## src/rtl/vwc_pkg.sv

```systemverilog
package vwc_pkg;

    typedef enum logic [1:0] {
        SRC_NONE = 2'b00,
        SRC_MEM  = 2'b01,
        SRC_FRZ  = 2'b10
    } wait_src_e;

    typedef struct packed {
        logic set_n;
        logic clr_n;
    } spdt_t;

    typedef enum logic [1:0] {
        CMD_HOLD,
        CMD_SET,
        CMD_CLR
    } latch_cmd_e;

    localparam spdt_t CONTACTS_OPEN = '{set_n: 1'b1, clr_n: 1'b1};

    // One contact closed alone moves the latch; agreement keeps it.
    function automatic latch_cmd_e decode_contacts(spdt_t c);
        latch_cmd_e cmd;
        if (!c.set_n && c.clr_n)
            cmd = CMD_SET;
        else if (c.set_n && !c.clr_n)
            cmd = CMD_CLR;
        else
            cmd = CMD_HOLD;
        return cmd;
    endfunction

    function automatic wait_src_e classify(logic mem_hold, logic frz_hold);
        wait_src_e s;
        if (frz_hold)
            s = SRC_FRZ;
        else if (mem_hold)
            s = SRC_MEM;
        else
            s = SRC_NONE;
        return s;
    endfunction

endpackage

```

## src/rtl/vwc_sync.sv

```systemverilog
module vwc_sync #(
    parameter int          WIDTH   = 2,
    parameter int          STAGES  = 2,
    parameter logic [WIDTH-1:0] RST_VAL = '1
) (
    input  logic             clk,
    input  logic             rst,
    input  logic [WIDTH-1:0] d,
    output logic [WIDTH-1:0] q
);
    logic [WIDTH-1:0] stage [STAGES];

    generate
        for (genvar s = 0; s < STAGES; s++) begin : g_stage
            if (s == 0) begin : g_first
                always_ff @(posedge clk) begin
                    if (rst) stage[0] <= RST_VAL;
                    else     stage[0] <= d;
                end
            end else begin : g_next
                always_ff @(posedge clk) begin
                    if (rst) stage[s] <= RST_VAL;
                    else     stage[s] <= stage[s-1];
                end
            end
        end
    endgenerate

    assign q = stage[STAGES-1];
endmodule

```

## src/rtl/vwc_freeze_latch.sv

```systemverilog
module vwc_freeze_latch
    import vwc_pkg::*;
(
    input  logic  clk,
    input  logic  rst,
    input  spdt_t contacts,
    output logic  frozen
);
    latch_cmd_e cmd;
    logic       state_q;

    always_comb cmd = decode_contacts(contacts);

    always_ff @(posedge clk) begin
        if (rst) begin
            state_q <= 1'b0;
        end else begin
            unique case (cmd)
                CMD_SET:  state_q <= 1'b1;
                CMD_CLR:  state_q <= 1'b0;
                default:  state_q <= state_q;
            endcase
        end
    end

    assign frozen = state_q;
endmodule

```

## src/rtl/vwc_contention_ff.sv

```systemverilog
module vwc_contention_ff (
    input  logic clk,
    input  logic rst,
    input  logic clr_n,
    input  logic busy_n,
    input  logic req_n,
    output logic hold
);
    logic clash;

    always_comb clash = ~busy_n & ~req_n;

    always_ff @(posedge clk or negedge clr_n) begin
        if (!clr_n)   hold <= 1'b0;
        else if (rst) hold <= 1'b0;
        else          hold <= clash;
    end
endmodule

```

## src/rtl/vram_wait_ctrl.sv

```systemverilog
module vram_wait_ctrl
    import vwc_pkg::*;
#(
    parameter int SYNC_STAGES = 2
) (
    input  logic       clk,
    input  logic       rst,
    input  logic       vram_busy_n,
    input  logic       vram_req_n,
    input  logic       vblank_n,
    input  logic       frz_set_n,
    input  logic       frz_clr_n,
    output logic       wait_n,
    output logic [1:0] wait_src
);
    localparam int CONTACT_W = $bits(spdt_t);

    spdt_t     contacts_raw;
    spdt_t     contacts_sync;
    logic      mem_hold;
    logic      frz_active;
    wait_src_e src;

    always_comb begin
        contacts_raw.set_n = frz_set_n;
        contacts_raw.clr_n = frz_clr_n;
    end

    vwc_sync #(
        .WIDTH  (CONTACT_W),
        .STAGES (SYNC_STAGES),
        .RST_VAL(CONTACTS_OPEN)
    ) i_sync (
        .clk(clk),
        .rst(rst),
        .d  (contacts_raw),
        .q  (contacts_sync)
    );

    vwc_freeze_latch i_frz (
        .clk     (clk),
        .rst     (rst),
        .contacts(contacts_sync),
        .frozen  (frz_active)
    );

    vwc_contention_ff i_cont (
        .clk   (clk),
        .rst   (rst),
        .clr_n (vblank_n),
        .busy_n(vram_busy_n),
        .req_n (vram_req_n),
        .hold  (mem_hold)
    );

    always_comb begin
        src      = classify(mem_hold, frz_active);
        wait_n   = ~(mem_hold | frz_active);
        wait_src = src;
    end
endmodule

```

## config.mk

```make
export PLATFORM = sky130hd
export DESIGN_NAME = vram_wait_ctrl
export DESIGN_NICKNAME = d
export VERILOG_FILES = /design/src/rtl/vwc_pkg.sv /design/src/rtl/vwc_sync.sv /design/src/rtl/vwc_freeze_latch.sv /design/src/rtl/vwc_contention_ff.sv /design/src/rtl/vram_wait_ctrl.sv
export SDC_FILE = /design/constraint.sdc
export NUM_CORES = 1
export LEC_CHECK = 0
export BUFFER_PORTS_ARGS = -buffer_cell sky130_fd_sc_hd__buf_2
export CAP_MARGIN = 20
export CORE_AREA = 4 4 41 43
export DETAILED_ROUTE_END_ITERATION = 16
export DIE_AREA = 0 0 45 47
export GPL_ROUTABILITY_DRIVEN = 0
export PLACE_DENSITY_LB_ADDON = 0.2
export RECOVER_POWER = 25
export SYNTH_ARGS = -nofsm -noshare
export SYNTH_HDL_FRONTEND = slang
export SYNTH_SLANG_ARGS = --single-unit
export TNS_END_PERCENT = 10
```

## constraint.sdc

```tcl
create_clock -name clk -period 2.4 [get_ports clk]
set_input_delay 0.36 -clock clk [delete_from_list [all_inputs] [get_ports clk]]
set_output_delay 0.36 -clock clk [all_outputs]
set_load 0.1 [all_outputs]
```

==> flow_summary.json <==
{
  "crit_required_ps": 2040,
  "endpoint_kind": "primary output",
  "yosysMostFrequentCell": "dfxtp_1",
  "drtIter0Drc": 0,
  "status": "finished clean",
  "swShare_pct": 29.5,
  "drc": 0,
  "initial_core_util_pct": 16.0,
  "drt-pass1-iter-count": 1,
  "worst_slack_ps": 922,
  "rsz0062_at_grt": "no",
  "cts_resized": 0,
  "synth.top_cell.area_share_pct": 48.2,
  "ctsHoldBuffers": 1,
  "drv_slew": 0,
  "max_slew_margin_pct": 67.9,
  "cp_top_family": "buffers and inverters",
  "synthTopCellsByArea": "dfxtp_1, dfrtp_1, or2_2, ha_1, a21oi_2",
  "clkLatencyLatePin_ps": 250,
  "maxCapViolCount": 0,
  "path_clk_slew_ps": 50,
  "arrival_ps": 1120,
  "via_count": 165,
  "final_core_util_pct": 22.9,
  "post-route-period-util_pct": 61.6,
  "clockBufferDepth": 2,
  "grt_pass1_vias": 162,
  "hold_class": "input port to register",
  "postCtsSetupBuffers": 0,
  "antennaDiodeCount": 0,
  "intPower_uw": 180,
  "power_frac_seq_pct": 42.0,
  "final_nets": 41,
  "dpl.hpwl_um": 251,
  "ff_latch_area_sq_um": 125,
  "synthTopCellsByCount": "dfxtp_1, or2_2",
  "worstPathMaxFanout": 2,
  "yosys_warnings": 0,
  "grt_max_degree": 7,
  "pwr-share-clk_pct": 39.5,
  "grt_use_total_pct": 4.99,
  "ys_seq_area_share_pct": 60.2,
  "die_h_um": 47,
  "switching_power_uw": 75.4,
  "fillers": 151,
  "synth_top_cell_by_area": "dfxtp_1",
  "routedWlPerCell_um": 7.32,
  "yosysUniqueCellTypes": 12,
  "synth_edf_count": 0,
  "wirelength_um": 344,
  "postSynthAreaPerCell_sq_um": 10.9,
  "period_needed_ps": 1480,
  "worst-slew-pin-transition_ps": 484,
  "fp.dieW_um": 45,
  "num_io_pins": 10,
  "cts_tree": "built",
  "worstPathBufferInverterCount": 1,
  "path_class": "register to primary output",
  "cts_sinks": 6,
  "coreArea_sq_um": 1300,
  "final_cells": 47,
  "ys_seq_elements": 6,
  "viasPerCell": 3.51,
  "path_cells": "nor2b_1 > buf_2",
  "max_freq_mhz": 676,
  "syn2layout_area_growth_pct": 43.4,
  "slowest_stage": "buf_2",
  "dieArea_sq_um": 2120,
  "leakage_uw": 0.000140,
  "rows": 13,
  "dp_cells": 42,
  "async_reset_ff_share_pct": 16.7,
  "synth-main-ff-cell": "dfxtp_1",
  "synthCells": 19,
  "setup_viol": 0,
  "drive_gt1_share_pct": 46.9,
  "antenna_found_initial": 0,
  "critPathMaxStageDelay_ps": 430,
  "ir_worst_vdd_v": 0.000319,
  "htree_num_levels": 1,
  "finClkSkew_ps": 8.57,
  "synth_area_sq_um": 208,
  "pwr-share-comb_pct": 18.5,
  "antenna_left": 0,
  "synth.net_count": 27,
  "power.density_nw_per_um2": 857,
  "cp-start-kind": "register",
  "cts_inserted_buffers": 3,
  "dp_slack_ps": 1180,
  "tns_ps": 0,
  "multiInputGateArea_sq_um": 71.3,
  "hold_viol": 0,
  "grt_pass1_wl_um": 641,
  "io_buffers": 9,
  "clockRootBuffer": "clkbuf_4",
  "overflow": 0
}
metrics by stage:
step                      total power (uW)  hold WS, ps  area [sq um]
after floorplan                        147         64.4           208
after global placement                 155          135           264
final                                  255          253           298
after global routing                   276          237           298
after detailed placement               156          136           264
after CTS                              262          243           300
flip-flops by register name, summed over array words and instances (netlist names):
name,cells
i_cont.hold,1
i_frz.frozen,1
i_sync.stage,4
layout make-up:
type	count	share of cell area, %
Sequential cell	6	42.0
Multi-Input combinational cell	11	23.9
Timing Repair Buffer	10	17.6
Clock buffer	4	8.82
Tap cell	15	6.30
Inverter	1	1.26
power by group through the flow:
stage / Sequential, uW / Clock [uW] / Combinational [uW]
finish: 107 / 101 / 47.1
global route: 108 / 118 / 50.1
CTS: 107 / 106 / 48.0
detailed placement: 109 / 0 / 46.7
global placement: 109 / 0 / 46.1
floorplan: 109 / 0 / 38.2
placed cells by master, fill, tap and decap left out:
master / instances
nor3_1: 1
clkbuf_4: 3
inv_1: 1
dfrtp_1: 1
or2_2: 4
nand2_1: 1
dfxtp_1: 5
nor2_1: 1
dlygate4sd3_1: 1
a21oi_2: 1
ha_1: 1
clkbuf_1: 3
nor2b_1: 1
buf_2: 7
or2_1: 1
cells by family (layout without fill, tap and decap cells):
logic type                 count (synthesis)  count (layout)  synth area share [%]
and+or+nand+nor                            9               9                  24.1
DFF                                        6               6                  60.2
buffers and inverters                      2              15                  5.42
adders and majority gates                  1               1                  6.02
AOI/OAI and AO/OA                          1               1                  4.22
layer usage:
layer | GRT usage [%] | vias up | wire length (um)
li1 | - | 85 | -
met1 | 4.35 | 69 | 149
met2 | 6.50 | 11 | 135
met3 | 6.90 | 0 | 58
met4 | 1.75 | 0 | 0
met5 | 0 | - | 0
final timing paths:
path | startpoint | endpoint | slack, ps | depth (start not counted)
setup reg to reg | i_sync.stage[1][0]$_SDFF_PP1_ | i_frz.frozen$_SDFFE_PP0P_ | 1350 | 4
hold reg to reg | i_sync.stage[0][1]$_SDFF_PP1_ | i_sync.stage[1][1]$_SDFF_PP1_ | 390 | 1
hold / removal | vram_busy_n | i_cont.hold$_DFF_PN0_ | 250 | 2
min in group asynchronous | vblank_n | i_cont.hold$_DFF_PN0_ | 410 | 2
max in group asynchronous | vblank_n | i_cont.hold$_DFF_PN0_ | 1900 | 2
setup / recovery | i_cont.hold$_DFF_PN0_ | wait_src[0] | 920 | 2
(Power assumes the default switching activity.)
